--- src/rtl/pcm_fsd_pkg.sv ---
`timescale 1ns/1ps
package pcm_fsd_pkg;

    // Format code reported on mode_o.
    typedef enum logic [1:0] {
        FMT_LONG  = 2'b00,
        FMT_SHORT = 2'b01,
        FMT_LINK  = 2'b10,
        FMT_SPARE = 2'b11
    } pcm_fmt_e;

    // Current and previous synchronized sample of one highway pin.
    typedef struct packed {
        logic cur;
        logic prev;
    } pin_hist_t;

    // Result of measuring one frame sync pulse.
    typedef struct packed {
        logic valid;
        logic is_long;
    } frame_verdict_t;

    function automatic logic hist_rose(pin_hist_t h);
        return h.cur & ~h.prev;
    endfunction

    function automatic logic hist_fell(pin_hist_t h);
        return ~h.cur & h.prev;
    endfunction

    function automatic logic hist_toggled(pin_hist_t h);
        return h.cur ^ h.prev;
    endfunction

    function automatic pcm_fmt_e fmt_from_verdict(logic is_long);
        return is_long ? FMT_LONG : FMT_SHORT;
    endfunction

endpackage

--- src/rtl/pcm_pin_tracker.sv ---
`timescale 1ns/1ps
module pcm_pin_tracker
    import pcm_fsd_pkg::*;
#(
    parameter int STAGES = 2
) (
    input  logic      clk,
    input  logic      rst,
    input  logic      pin_i,
    output pin_hist_t hist_o
);

    logic [STAGES-1:0] chain_q;
    logic              last_q;

    always_ff @(posedge clk) begin
        if (rst) begin
            chain_q <= '0;
            last_q  <= 1'b0;
        end else begin
            chain_q[0] <= pin_i;
            for (int i = 1; i < STAGES; i++) begin
                chain_q[i] <= chain_q[i-1];
            end
            last_q <= chain_q[STAGES-1];
        end
    end

    assign hist_o.cur  = chain_q[STAGES-1];
    assign hist_o.prev = last_q;

endmodule

--- src/rtl/pcm_fs_width.sv ---
`timescale 1ns/1ps
module pcm_fs_width
    import pcm_fsd_pkg::*;
#(
    parameter int LONG_FALLS = 2
) (
    input  logic           clk,
    input  logic           rst,
    input  pin_hist_t      fs_i,
    input  pin_hist_t      tx_i,
    output frame_verdict_t verdict_o
);

    localparam int CW = $clog2(LONG_FALLS + 1);
    localparam logic [CW-1:0] FALLS_SAT = CW'(LONG_FALLS);

    logic [CW-1:0]  falls_q;
    frame_verdict_t verdict_q;
    logic           fs_rise, fs_fall, tx_fall;

    assign fs_rise = hist_rose(fs_i);
    assign fs_fall = hist_fell(fs_i);
    assign tx_fall = hist_fell(tx_i);

    always_ff @(posedge clk) begin
        if (rst) begin
            falls_q   <= '0;
            verdict_q <= '0;
        end else begin
            verdict_q.valid <= 1'b0;
            if (fs_rise) begin
                falls_q <= tx_fall ? CW'(1) : '0;
            end else if (fs_i.cur && tx_fall && falls_q != FALLS_SAT) begin
                falls_q <= falls_q + CW'(1);
            end
            if (fs_fall && falls_q != '0) begin
                verdict_q.valid   <= 1'b1;
                verdict_q.is_long <= (falls_q == FALLS_SAT);
            end
        end
    end

    assign verdict_o = verdict_q;

endmodule

--- src/rtl/pcm_link_watch.sv ---
`timescale 1ns/1ps
module pcm_link_watch
    import pcm_fsd_pkg::*;
#(
    parameter int LINK_RISES = 2
) (
    input  logic      clk,
    input  logic      rst,
    input  pin_hist_t fs_i,
    input  pin_hist_t rx_i,
    output logic      link_o
);

    localparam int CW = $clog2(LINK_RISES + 1);
    localparam logic [CW-1:0] RISE_SAT = CW'(LINK_RISES);

    logic [CW-1:0] high_rises_q;

    always_ff @(posedge clk) begin
        if (rst) begin
            high_rises_q <= '0;
        end else if (hist_toggled(rx_i)) begin
            high_rises_q <= '0;
        end else if (hist_rose(fs_i)) begin
            if (!rx_i.cur) begin
                high_rises_q <= '0;
            end else if (high_rises_q != RISE_SAT) begin
                high_rises_q <= high_rises_q + CW'(1);
            end
        end
    end

    assign link_o = (high_rises_q == RISE_SAT);

endmodule

--- src/rtl/pcm_rx_stall.sv ---
`timescale 1ns/1ps
module pcm_rx_stall
    import pcm_fsd_pkg::*;
#(
    parameter int STALL_CYCLES = 15625
) (
    input  logic      clk,
    input  logic      rst,
    input  pin_hist_t rx_i,
    output logic      stalled_o
);

    localparam int CW = $clog2(STALL_CYCLES + 1);
    localparam logic [CW-1:0] LIMIT = CW'(STALL_CYCLES);

    logic [CW-1:0] quiet_q;

    always_ff @(posedge clk) begin
        if (rst || hist_toggled(rx_i)) begin
            quiet_q <= '0;
        end else if (quiet_q != LIMIT) begin
            quiet_q <= quiet_q + CW'(1);
        end
    end

    assign stalled_o = (quiet_q == LIMIT);

endmodule

--- src/rtl/fsync_mode_classifier.sv ---
`timescale 1ns/1ps
module fsync_mode_classifier
    import pcm_fsd_pkg::*;
#(
    parameter int SYNC_STAGES  = 2,
    parameter int LONG_FALLS   = 2,
    parameter int LINK_RISES   = 2,
    parameter int STALL_CYCLES = 15625
) (
    input  logic       clk,
    input  logic       rst,
    input  logic       fsync_i,
    input  logic       tx_bclk_i,
    input  logic       rx_bclk_i,
    output logic [1:0] mode_o,
    output logic       mode_valid_o
);

    localparam int NUM_PINS = 3;
    localparam int PIN_FS   = 0;
    localparam int PIN_TX   = 1;
    localparam int PIN_RX   = 2;

    logic [NUM_PINS-1:0] pins_raw;
    pin_hist_t           pin_hist [NUM_PINS];
    frame_verdict_t      verdict;
    logic                link_on;
    logic                rx_stalled;
    pcm_fmt_e            mode_q;
    logic                valid_q;

    assign pins_raw[PIN_FS] = fsync_i;
    assign pins_raw[PIN_TX] = tx_bclk_i;
    assign pins_raw[PIN_RX] = rx_bclk_i;

    genvar p;
    generate
        for (p = 0; p < NUM_PINS; p++) begin : g_pin
            pcm_pin_tracker #(.STAGES(SYNC_STAGES)) u_trk (
                .clk    (clk),
                .rst    (rst),
                .pin_i  (pins_raw[p]),
                .hist_o (pin_hist[p])
            );
        end
    endgenerate

    pcm_fs_width #(.LONG_FALLS(LONG_FALLS)) u_width (
        .clk       (clk),
        .rst       (rst),
        .fs_i      (pin_hist[PIN_FS]),
        .tx_i      (pin_hist[PIN_TX]),
        .verdict_o (verdict)
    );

    pcm_link_watch #(.LINK_RISES(LINK_RISES)) u_link (
        .clk    (clk),
        .rst    (rst),
        .fs_i   (pin_hist[PIN_FS]),
        .rx_i   (pin_hist[PIN_RX]),
        .link_o (link_on)
    );

    pcm_rx_stall #(.STALL_CYCLES(STALL_CYCLES)) u_stall (
        .clk       (clk),
        .rst       (rst),
        .rx_i      (pin_hist[PIN_RX]),
        .stalled_o (rx_stalled)
    );

    // Priority: channel link, then a fresh frame verdict, then invalidation.
    always_ff @(posedge clk) begin
        if (rst) begin
            mode_q  <= FMT_LONG;
            valid_q <= 1'b0;
        end else if (link_on) begin
            mode_q  <= FMT_LINK;
            valid_q <= 1'b1;
        end else if (verdict.valid && !rx_stalled) begin
            mode_q  <= fmt_from_verdict(verdict.is_long);
            valid_q <= 1'b1;
        end else if (mode_q == FMT_LINK || rx_stalled) begin
            valid_q <= 1'b0;
        end
    end

    assign mode_o       = mode_q;
    assign mode_valid_o = valid_q;

endmodule

--- config.mk ---
export PLATFORM = sky130hd
export DESIGN_NAME = fsync_mode_classifier
export DESIGN_NICKNAME = d
export VERILOG_FILES = /design/src/rtl/pcm_fsd_pkg.sv /design/src/rtl/pcm_pin_tracker.sv /design/src/rtl/pcm_fs_width.sv /design/src/rtl/pcm_link_watch.sv /design/src/rtl/pcm_rx_stall.sv /design/src/rtl/fsync_mode_classifier.sv
export SDC_FILE = /design/constraint.sdc
export NUM_CORES = 1
export LEC_CHECK = 0
export BUFFER_PORTS_ARGS = -buffer_cell sky130_fd_sc_hd__buf_2
export CORE_MARGIN = 2
export CORE_UTILIZATION = 27
export CTS_CLUSTER_SIZE = 28
export DETAILED_ROUTE_END_ITERATION = 16
export PLACE_DENSITY = 0.52
export SYNTH_ARGS = -nofsm -noshare
export SYNTH_HDL_FRONTEND = slang
export SYNTH_HIERARCHICAL = 1
export SYNTH_SLANG_ARGS = --single-unit
--- constraint.sdc ---
create_clock -name clk -period 2.08 [get_ports clk]
set_clock_uncertainty 0.2 [all_clocks]
set_input_delay 0.416 -clock clk [delete_from_list [all_inputs] [get_ports clk]]
set_output_delay 0.416 -clock clk [all_outputs]
set_load 0.1 [all_outputs]
==> results of run 1 <==
metrics by stage:
stage / hold WS [ns] / util, % / total power, mW / instances
final: 0.1478 / 32.60 / 1.189 / 234
after global routing: 0.1350 / 32.60 / 1.243 / 234
after CTS: 0.1376 / 32.50 / 1.209 / 234
after detailed placement: 0.2295 / 30.72 / 0.7150 / 226
after global placement: 0.2260 / 30.72 / 0.7109 / 226
after floorplan: 0.2138 / - / 0.6868 / 150
power groups by stage:
stage	sequential (mW)	clock [mW]	combinational (mW)
floorplan	0.647	0	0.0398
global placement	0.649	0	0.0615
detailed placement	0.650	0	0.0650
CTS	0.636	0.508	0.0652
global route	0.637	0.533	0.0717
finish	0.636	0.488	0.0647
timing repair:
item | CTS | global route
setup endpoints to repair | 0 | 1
gates resized for setup | 0 | 2
buffers inserted | 0 | 0
final cells by class:
cell class / count / share of cell area [%]
multi-input combinational: 103 / 44.84
clock buffer: 6 / 4.867
tap: 70 / 5.162
clock inverter: 2 / 0.5900
sequential: 32 / 37.83
timing repair buffer: 14 / 5.162
inverter: 7 / 1.549
per-layer routing:
metal  GRT usage (%)  vias to the layer above  share of wire, %
li1                -                      566                 -
met1           10.84                      550                45
met2           17.41                       15                49
met3           3.372                        7               3.7
met4           4.737                        0               1.9
met5               0                        -                 0
cell families (layout without fill, tap and decap cells):
logic type | count (synthesis) | in the layout | share of synthesized area (%)
buffers and inverters | 15 | 29 | 5.339
AND/OR/NAND/NOR | 62 | 62 | 28.98
adder cells (fa/ha/maj) | 5 | 5 | 4.237
XOR/XNOR | 4 | 4 | 2.882
flip-flops | 32 | 32 | 43.39
AO/OA/AOI/OAI | 27 | 27 | 11.78
multiplexers | 5 | 5 | 3.390
final timing paths:
path	endpoint	slack [ns]	start	cells past startpoint
hold / removal	g_pin[0].u_trk/chain_q[0]	0.15	fsync_i	2
setup / recovery	mode_o[0]	0.1	u_stall/quiet_q[4]	4
hold reg to reg	g_pin[2].u_trk/chain_q[1]	0.24	g_pin[2].u_trk/chain_q[0]	1
setup reg to reg	mode_o[0]	0.1	u_stall/quiet_q[4]	4
flip-flops by register name, indices dropped and copies added (netlist names):
signal               cells
mode_o                   2
u_stall/quiet_q         14
mode_valid_o             1
g_pin.u_trk/chain_q      6
u_width/falls_q          2
g_pin.u_trk/last_q       3
u_width/verdict_o        2
u_link/high_rises_q      2
layout by cell type (no fill, tap or decap), types with 2 or more instances in the layout:
| master | synthesis | routed |
|---|---|---|
| mux2i_1 | 5 | 5 |
| or3b_2 | 3 | 3 |
| nand3b_1 | 4 | 4 |
| buf_4 | 6 | 7 |
| o21ai_0 | 5 | 5 |
| buf_2 | 0 | 7 |
| a21oi_1 | 10 | 10 |
| nor2b_1 | 12 | 12 |
| clkinv_2 | 0 | 2 |
| o211ai_1 | 2 | 2 |
| xor2_1 | 2 | 2 |
| nand2b_1 | 2 | 2 |
| o31ai_1 | 5 | 5 |
| nand3_1 | 8 | 8 |
| or4b_4 | 1 | 2 |
| inv_1 | 7 | 7 |
| dfxtp_1 | 32 | 31 |
| nor2_1 | 4 | 4 |
| or4_1 | 7 | 7 |
| ha_1 | 5 | 5 |
| clkbuf_8 | 0 | 6 |
| or3_1 | 2 | 2 |
| nand4_1 | 2 | 2 |
| nand2_1 | 5 | 5 |
==> results.yml, run 1 <==
run_status:
  status: "completed"
logic_synthesis:
  ys_top_cells_by_area: "dfxtp_1 (43%), nor2b_1 (5.1%), ha_1 (4.2%)"
  synth.most_common_cell: "dfxtp_1"
  ys_seq_elements: 32
  yosysTopAreaCell: "dfxtp_1"
  yosys_most_used_dff: "dfxtp_1"
  synth.distinct_cells: 41
  async_reset_ff_share_pct: 0
  synth_commonest_cells: "dfxtp_1 (32), nor2b_1 (12), a21oi_1 (10)"
  synth-edff-count: 0
  synth.avg_cell_area_sq_um: 9.843
  syn_nets: 160
  synthesis.area_sq_um: 1476
  seq_area_frac_synth_pct: 43.39
  yosys_warnings: 6
  synthCells: 150
  synth_top_cell_area_share_pct: 43.39
setup_path:
  crit_family: "simple AND/OR/NAND/NOR gates"
  critPathBufInv: 0
  cpMaxStageDelayCell: "or4b_4"
  crit_fanout: 4
  critical_path.cell_chain: "or4b_4 > nor4_4 > nor2b_4 > a2111oi_2"
  startpoint_type: "register"
  criticalPathCategory: "reg -> reg"
  arrival_ns: 1.97
  cpPeakStageDelay_ns: 0.55
  endpoint_kind: "register"
  cp.required_ns: 2.07
timing:
  final_max_slew_viol_count: 0
  period_share_pct: 95.23
  max_freq_mhz: 504.8
  layout_min_cycle_time_ns: 1.981
  setup_slack_ns: 0.09912
  tns_ns: 0
  worst_pin_slew_ns: 0.4895
  max_slew_margin_pct: 67.59
  setup_viol: 0
  hold_viol: 0
placement:
  dpl_cell_area_sq_um: 1599
  hpwlAfterDp_um: 2074
  portBuffers: 7
  pre_cts_ws_ns: 0.09130
  place.gp.congestion: 0.7501
cells_and_area:
  register_area_sq_um: 641.9
  fin_nets: 173
  fillers: 543
  num_antenna_cells: 0
  design_area_sq_um: 1697
  area_delta_synth_final_pct: 14.92
  multi_input_area_sq_um: 760.7
  drive_gt1_share_pct: 21.95
cts:
  cts-root-buf: "clkbuf_8"
  path_clk_slew_ns: 0.07
  cts_buffer_depth: 2
  cts-buffers-inserted: 5
  htreeDepth: 2
  cts_tree: "built"
  clock_sinks: 32
  insertion_delay_ns: 0.28
  ctsHoldBuffers: 0
hold_path:
  hold_class: "in -> reg"
global_route:
  grt_pass1_vias: 1093
  grt_overflow: 0
  grt_pass1_wl_um: 4830
  grt_use_total_pct: 9.995
  grt_max_degree: 19
  antenna_found_initial: 0
power_and_ir_drop:
  power.internal_mw: 0.9185
  pwr-share-clk_pct: 41.0
  ir_worst_vdd_mv: 0.4657
  p_comb_share_pct: 5.4
  p_seq_share_pct: 53.5
  switchingPower_mw: 0.2702
  leakage_nw: 0.5718
  power_density_nw_per_um2: 700.6
  switching_share_pct: 22.73
run:
  drv_cap: 0
routing:
  antenna_left: 0
  routed_wl_um: 2819
  drtIter0Drc: 112
  via_per_inst: 4.863
  vias: 1138
  firstDrtPassIters: 4
  wl_per_cell_um: 12.05
  drc: 0
floorplanning:
  core.rowCount: 26
  die_x_um: 77.95
  core_area_sq_um: 5205
  ios: 8
  die_h_um: 77.95
  start_util_pct: 28.37
  dieArea_sq_um: 6075
Power figures use the tool's default switching activity.
==> run 2: changes to the inputs <==
--- a/config.mk
+++ b/config.mk
@@ -6,12 +6,13 @@
 export NUM_CORES = 1
 export LEC_CHECK = 0
 export BUFFER_PORTS_ARGS = -buffer_cell sky130_fd_sc_hd__buf_2
+export CELL_PAD_IN_SITES_DETAIL_PLACEMENT = 0
+export CELL_PAD_IN_SITES_GLOBAL_PLACEMENT = 1
 export CORE_MARGIN = 2
 export CORE_UTILIZATION = 27
 export CTS_CLUSTER_SIZE = 28
 export DETAILED_ROUTE_END_ITERATION = 16
-export PLACE_DENSITY = 0.52
+export PLACE_DENSITY = 0.61
 export SYNTH_ARGS = -nofsm -noshare
 export SYNTH_HDL_FRONTEND = slang
-export SYNTH_HIERARCHICAL = 1
 export SYNTH_SLANG_ARGS = --single-unit
==> run 2 against run 1 <==
Compared with the run above: non-clock buffer count shrank 3; die area decreased by 7.8%; via count fell by 8.5%; sequential cell count is the same; final cell count shrank 1.7%; global-route usage rose by 1.1 points; routed wire length down 9.8%; critical path type unchanged; critical endpoint unchanged; largest cell class unchanged.
==> results.yml, run 2 <==
cells_and_area:
  regMostFlops: "u_stall.quiet_q"
  drive_gt1_share_pct: 14.72
  final_cell_mix: "dfxtp_1 (31), nor2_1 (18), nor2b_1 (11)"
  fin_nets: 172
  largest_reg_flops: 14
  num_antenna_cells: 0
  stdcell_count: 230
  layout_commonest_cell: "dfxtp_1"
  top_regs: "u_stall.quiet_q (14), g_pin.u_trk.chain_q (6), g_pin.u_trk.last_q (3)"
  area_delta_synth_final_pct: 16.90
global_route:
  grt_pass1_vias: 1068
  grt_overflow: 0
  grt_use_total_pct: 11.05
  grt_pass1_wl_um: 4533
  use_met3_pct: 5.622
  antenna_found_initial: 0
  met1_usage_pct: 11.17
  use_met2_pct: 18.81
  grt-busiest-layer: "met2"
  grt_max_degree: 18
routing:
  firstDrtPassIters: 4
  routed_wl_um: 2542
  antenna_left: 0
  drtIter0Drc: 53
  vias: 1041
  wl_per_cell_um: 11.05
  drc: 0
  via_per_inst: 4.526
placement:
  portBuffers: 7
  hpwlAfterDp_um: 1866
  place_inst: 222
  place.gp.congestion: 0.7292
logic_synthesis:
  synth.most_common_cell: "dfxtp_1"
  seq_area_frac_synth_pct: 47.28
  ys_top_cells_by_area: "dfxtp_1 (47%), nor2b_1 (5.1%), nor2_1 (5.0%)"
  synth.avg_cell_area_sq_um: 9.218
  synthesis.area_sq_um: 1355
  ys_seq_elements: 32
  yosys_warnings: 0
  synth-edff-count: 0
  synthCells: 147
  synth_top_cell_area_share_pct: 47.28
  syn_nets: 157
  yosys_most_used_dff: "dfxtp_1"
  synth.distinct_cells: 35
  synth_commonest_cells: "dfxtp_1 (32), nor2_1 (18), nor2b_1 (11)"
  yosysTopAreaCell: "dfxtp_1"
  async_reset_ff_share_pct: 0
power_and_ir_drop:
  power.internal_mw: 0.8829
  ir_worst_vdd_mv: 0.2916
  switching_share_pct: 24.34
  p_seq_share_pct: 54.4
  power_density_nw_per_um2: 736.7
  leakage_nw: 0.5659
  switchingPower_mw: 0.2841
  pwr-share-clk_pct: 41.5
  p_comb_share_pct: 4.1
cts:
  cts-root-buf: "clkbuf_8"
  path_clk_slew_ns: 0.08
  htreeDepth: 2
  cts-buffers-inserted: 5
  clock_sinks: 32
  cts_tree: "built"
  cts_buffer_depth: 2
  insertion_delay_ns: 0.29
run:
  drv_cap: 0
timing:
  rsz0062_at_grt: "no"
  period_share_pct: 96.84
  max_slew_margin_pct: 67.75
  final_max_slew_viol_count: 0
  tns_ns: 0
  max_freq_mhz: 496.5
  layout_min_cycle_time_ns: 2.014
  hold_viol: 0
  setup_viol: 0
  worst_pin_slew_ns: 0.4871
  whs_ns: 0.1333
hold_path:
  hold_class: "in -> reg"
floorplanning:
  ios: 8
  dieArea_sq_um: 5601
  core_area_sq_um: 4786
  die_x_um: 74.84
  die_h_um: 74.84
  core.rowCount: 25
  start_util_pct: 28.31
setup_path:
  setup.worst_path.end: "mode_o[0]"
  cp.required_ns: 2.10
  reg2reg_setup_slack_ns: 0.07
  crit_fanout: 6
  criticalPathCategory: "reg -> reg"
  arrival_ns: 2.03
  ff2ff_path_depth: 4
  endpoint_kind: "register"
  startpoint_type: "register"
  timing.rr.start: "u_stall.quiet_q[7]"
  r2r-end: "mode_o[0]"
  crit_start: "u_stall.quiet_q[7]"
run_status:
  status: "completed"
-- run 2: cell types whose count changed after synthesis, sizes merged, moves of 4 or more --
cell | previous run | this run
or4 | 7 | 3
nand2 | 5 | 11
nor2 | 5 | 18
buf | 6 | 1
nand3 | 8 | 4
-- run 2: routing by layer --
metal | part of all wire [%] | vias to the layer above
met1 | 45 | 491
met4 | 2.4 | 0
met2 | 48 | 14
li1 | - | 529
met5 | 0 | -
met3 | 4.4 | 7
-- run 2: worst max-delay path, stage by stage, from the launching register on --
cell	delay [ns]
dfxtp_2	0.35
or4b_1	0.52
or4_4	0.61
nand2_4	0.09
mux2i_1	0.17
-- run 2: layout make-up --
cell class | instances | area, sq um
Clock buffer | 5 | 68.82
Clock inverter | 3 | 23.77
Fill cell | 499 | 3202
Inverter | 7 | 26.28
Multi-Input combinational cell | 105 | 674.4
Sequential cell | 32 | 641.9
Tap cell | 67 | 83.83
Timing Repair Buffer | 11 | 65.06
-- run 2: kinds of logic after synthesis --
kind of cell / after synthesis / share of synthesized area [%]
xor+xnor: 10 / 6.463
compound gates: 17 / 7.663
flops: 32 / 47.28
mux: 2 / 1.477
simple gates: 71 / 29.18
fa+ha+maj: 5 / 4.617
buf+inv: 10 / 3.325
-- run 2: worst min-delay path by stage --
stage | from | endpoint | slack [ns] | cells after the start
floorplan | g_pin[0].u_trk.chain_q[0] | g_pin[0].u_trk.chain_q[1] | 0.21 | 1
global placement | g_pin[0].u_trk.chain_q[0] | g_pin[0].u_trk.chain_q[1] | 0.22 | 1
detailed placement | g_pin[0].u_trk.chain_q[0] | g_pin[0].u_trk.chain_q[1] | 0.22 | 1
CTS | fsync_i | g_pin[0].u_trk.chain_q[0] | 0.12 | 2
global route | fsync_i | g_pin[0].u_trk.chain_q[0] | 0.12 | 2
finish | rx_bclk_i | g_pin[2].u_trk.chain_q[0] | 0.13 | 2
-- run 2: what timing repair did --
action | in CTS | in global routing
gates resized for setup | 0 | 2
endpoints found under the setup margin | 0 | 1
hold buffers | 0 | 0
setup buffers | 0 | 0
-- run 2: through the flow --
stage          utilization (%)  power [mW]  worst slack [ns]  instance area (sq um)
6_report                 33.10       1.167           0.06581                   1584
5_1_grt                  33.10       1.233          0.004843                   1584
4_1_cts                  32.97       1.189           0.03873                   1578
3_5_place_dp             31.03      0.6982           0.05736                   1485
3_3_place_gp             31.03      0.6955            0.1083                   1485
2_1_floorplan                -      0.6786            0.1075                   1355
-- run 2: power groups by stage --
stage	Clock, mW	Combinational (mW)	Sequential, mW
CTS	0.505	0.0496	0.635
finish	0.484	0.0483	0.634
global placement	0	0.0471	0.648
floorplan	0	0.0324	0.646
global route	0.543	0.0543	0.636
detailed placement	0	0.0494	0.649
==> run 3: changes to the inputs <==
--- a/config.mk
+++ b/config.mk
@@ -12,7 +12,7 @@
 export CORE_UTILIZATION = 27
 export CTS_CLUSTER_SIZE = 28
 export DETAILED_ROUTE_END_ITERATION = 16
-export PLACE_DENSITY = 0.61
+export PLACE_DENSITY_LB_ADDON = 0.1
 export SYNTH_ARGS = -nofsm -noshare
 export SYNTH_HDL_FRONTEND = slang
 export SYNTH_SLANG_ARGS = --single-unit
==> run 3 against run 2 <==
Compared with the run above: sequential cell count unchanged; core utilization is 0.37 points lower; register-to-register slack is essentially flat; cell area shrank 1.1%; combinational power decreased by 4%; critical endpoint unchanged.
==> results.yml, run 3 (synthesis results as in run 2) <==
run_status:
  status: "completed"
setup_path:
  endpoint_kind: "register"
  criticalPathCategory: "reg -> reg"
  reg2reg_setup_slack_ns: 0.07
  arrival_ns: 2.01
  crit_fanout: 6
  startpoint_type: "register"
  r2r-end: "mode_o[0]"
  critPathBufInv: 0
  cp.required_ns: 2.09
  ff2ff_path_depth: 4
  cpPeakStageDelay_ns: 0.58
  timing.rr.start: "u_stall.quiet_q[7]"
  crit_family: "simple AND/OR/NAND/NOR gates"
  cpMaxStageDelayCell: "or4_4"
  critical_path.cell_chain: "or4b_1 > or4_4 > nand2_2 > mux2i_1"
timing:
  period_share_pct: 96.59
  max_freq_mhz: 497.8
  layout_min_cycle_time_ns: 2.009
  setup_viol: 0
  rsz0062_at_grt: "no"
  max_slew_margin_pct: 67.91
  final_max_slew_viol_count: 0
  hold_viol: 0
  whs_ns: 0.1468
  tns_ns: 0
  worst_pin_slew_ns: 0.4847
floorplanning:
  dieArea_sq_um: 5601
  core.rowCount: 25
  ios: 8
  die_h_um: 74.84
  start_util_pct: 28.31
  die_x_um: 74.84
  core_area_sq_um: 4786
cells_and_area:
  final_cell_mix: "dfxtp_1 (32), nor2_1 (18), nor2b_1 (11)"
  fin_nets: 170
  drive_gt1_share_pct: 12.50
  regMostFlops: "u_stall.quiet_q"
  top_regs: "u_stall.quiet_q (14), g_pin.u_trk.chain_q (6), g_pin.u_trk.last_q (3)"
  largest_reg_flops: 14
  area_delta_synth_final_pct: 15.60
  num_antenna_cells: 0
  fillers: 496
  layout_commonest_cell: "dfxtp_1"
cts:
  cts-buffers-inserted: 5
  cts_setup_buffers: 0
  cts-root-buf: "clkbuf_8"
  cts_tree: "built"
  cts_buffer_depth: 2
  path_clk_slew_ns: 0.07
  htreeDepth: 2
  clock_sinks: 32
  ctsResizeCount: 0
  ctsHoldBuffers: 0
  insertion_delay_ns: 0.28
placement:
  portBuffers: 7
  place.gp.congestion: 0.6966
  hpwlAfterDp_um: 1761
routing:
  wl_per_cell_um: 10.75
  vias: 998
  drc: 0
  routed_wl_um: 2441
  firstDrtPassIters: 3
  antenna_left: 0
  via_per_inst: 4.396
  drtIter0Drc: 35
global_route:
  grt_max_degree: 19
  grt_pass1_vias: 974
  grt_overflow: 0
  grt_pass1_wl_um: 4450
  antenna_found_initial: 0
  grt_use_total_pct: 10.84
run:
  drv_cap: 0
power_and_ir_drop:
  switching_share_pct: 20.87
  power_density_nw_per_um2: 758.3
  switchingPower_mw: 0.2479
  power.internal_mw: 0.9399
  p_seq_share_pct: 53.4
  p_comb_share_pct: 3.9
  pwr-share-clk_pct: 42.6
  ir_worst_vdd_mv: 0.2901
  leakage_nw: 0.5643
hold_path:
  hold_path_end: "g_pin[0].u_trk.chain_q[0]"
  hold_path_startpoint: "fsync_i"
  hold_class: "in -> reg"
  whs_path_depth: 2
-- run 3: cell count changes in the layout (fill, tap and decap cells not counted) --
cell,change
dfxtp_2,-1
dfxtp_1,+1
nand2_4,-1
clkbuf_8,+2
nand2_2,+1
clkinv_4,-1
clkinvlp_4,-2
buf_4,-2
-- run 3: metrics by stage --
step | utilization, % | power [mW] | setup slack [ns] | instances | area [sq um]
6_report | 32.73 | 1.188 | 0.07099 | 227 | 1567
5_1_grt | 32.73 | 1.252 | 0.007986 | 227 | 1567
4_1_cts | 32.73 | 1.210 | 0.06406 | 227 | 1567
3_5_place_dp | 30.72 | 0.6966 | 0.07967 | 220 | 1470
3_3_place_gp | 30.72 | 0.6946 | 0.1138 | 220 | 1470
2_1_floorplan | - | 0.6786 | 0.1075 | 147 | 1355
-- run 3: worst register-to-register path, cell delays in order, from the launching register on --
cell	delay (ns)
dfxtp_1	0.35
or4b_1	0.52
or4_4	0.58
nand2_2	0.11
mux2i_1	0.17
-- run 3: final cells by class --
cell class              instances  area, sq um  area share, %
clock buffers                   7        96.34          6.150
inverters                       7        26.28          1.677
multi-input cells             105        669.4          42.73
flip-flops and latches         32        640.6          40.89
well taps                      67        83.83          5.351
repair buffers                  9        50.05          3.195
-- run 3: how the worst max path moves through the flow --
stage | slack [ns] | end | cells past startpoint | startpoint
2_1_floorplan | 0.11 | mode_o[0] | 5 | u_stall.quiet_q[7]
3_3_place_gp | 0.11 | mode_o[0] | 4 | u_stall.quiet_q[7]
3_5_place_dp | 0.08 | mode_valid_o | 4 | u_stall.quiet_q[7]
4_1_cts | 0.06 | mode_valid_o | 4 | u_stall.quiet_q[7]
5_1_grt | 0.008 | mode_valid_o | 4 | u_stall.quiet_q[7]
6_report | 0.07 | mode_o[0] | 4 | u_stall.quiet_q[7]
-- run 3: power groups by stage --
stage	combinational [mW]	clock, mW	sequential, mW
finish	0.0464	0.507	0.635
global route	0.0537	0.562	0.637
CTS	0.0480	0.527	0.635
detailed placement	0.0478	0	0.649
global placement	0.0461	0	0.649
floorplan	0.0324	0	0.646
-- run 3: per-layer routing --
| metal | vias to the layer above | GRT usage, % | wire, um |
|---|---|---|---|
| li1 | 527 | - | - |
| met1 | 455 | 13.51 | 1243 |
| met2 | 10 | 15.89 | 1067 |
| met3 | 6 | 4.418 | 78 |
| met4 | 0 | 5.952 | 51 |
| met5 | - | 0 | 0 |
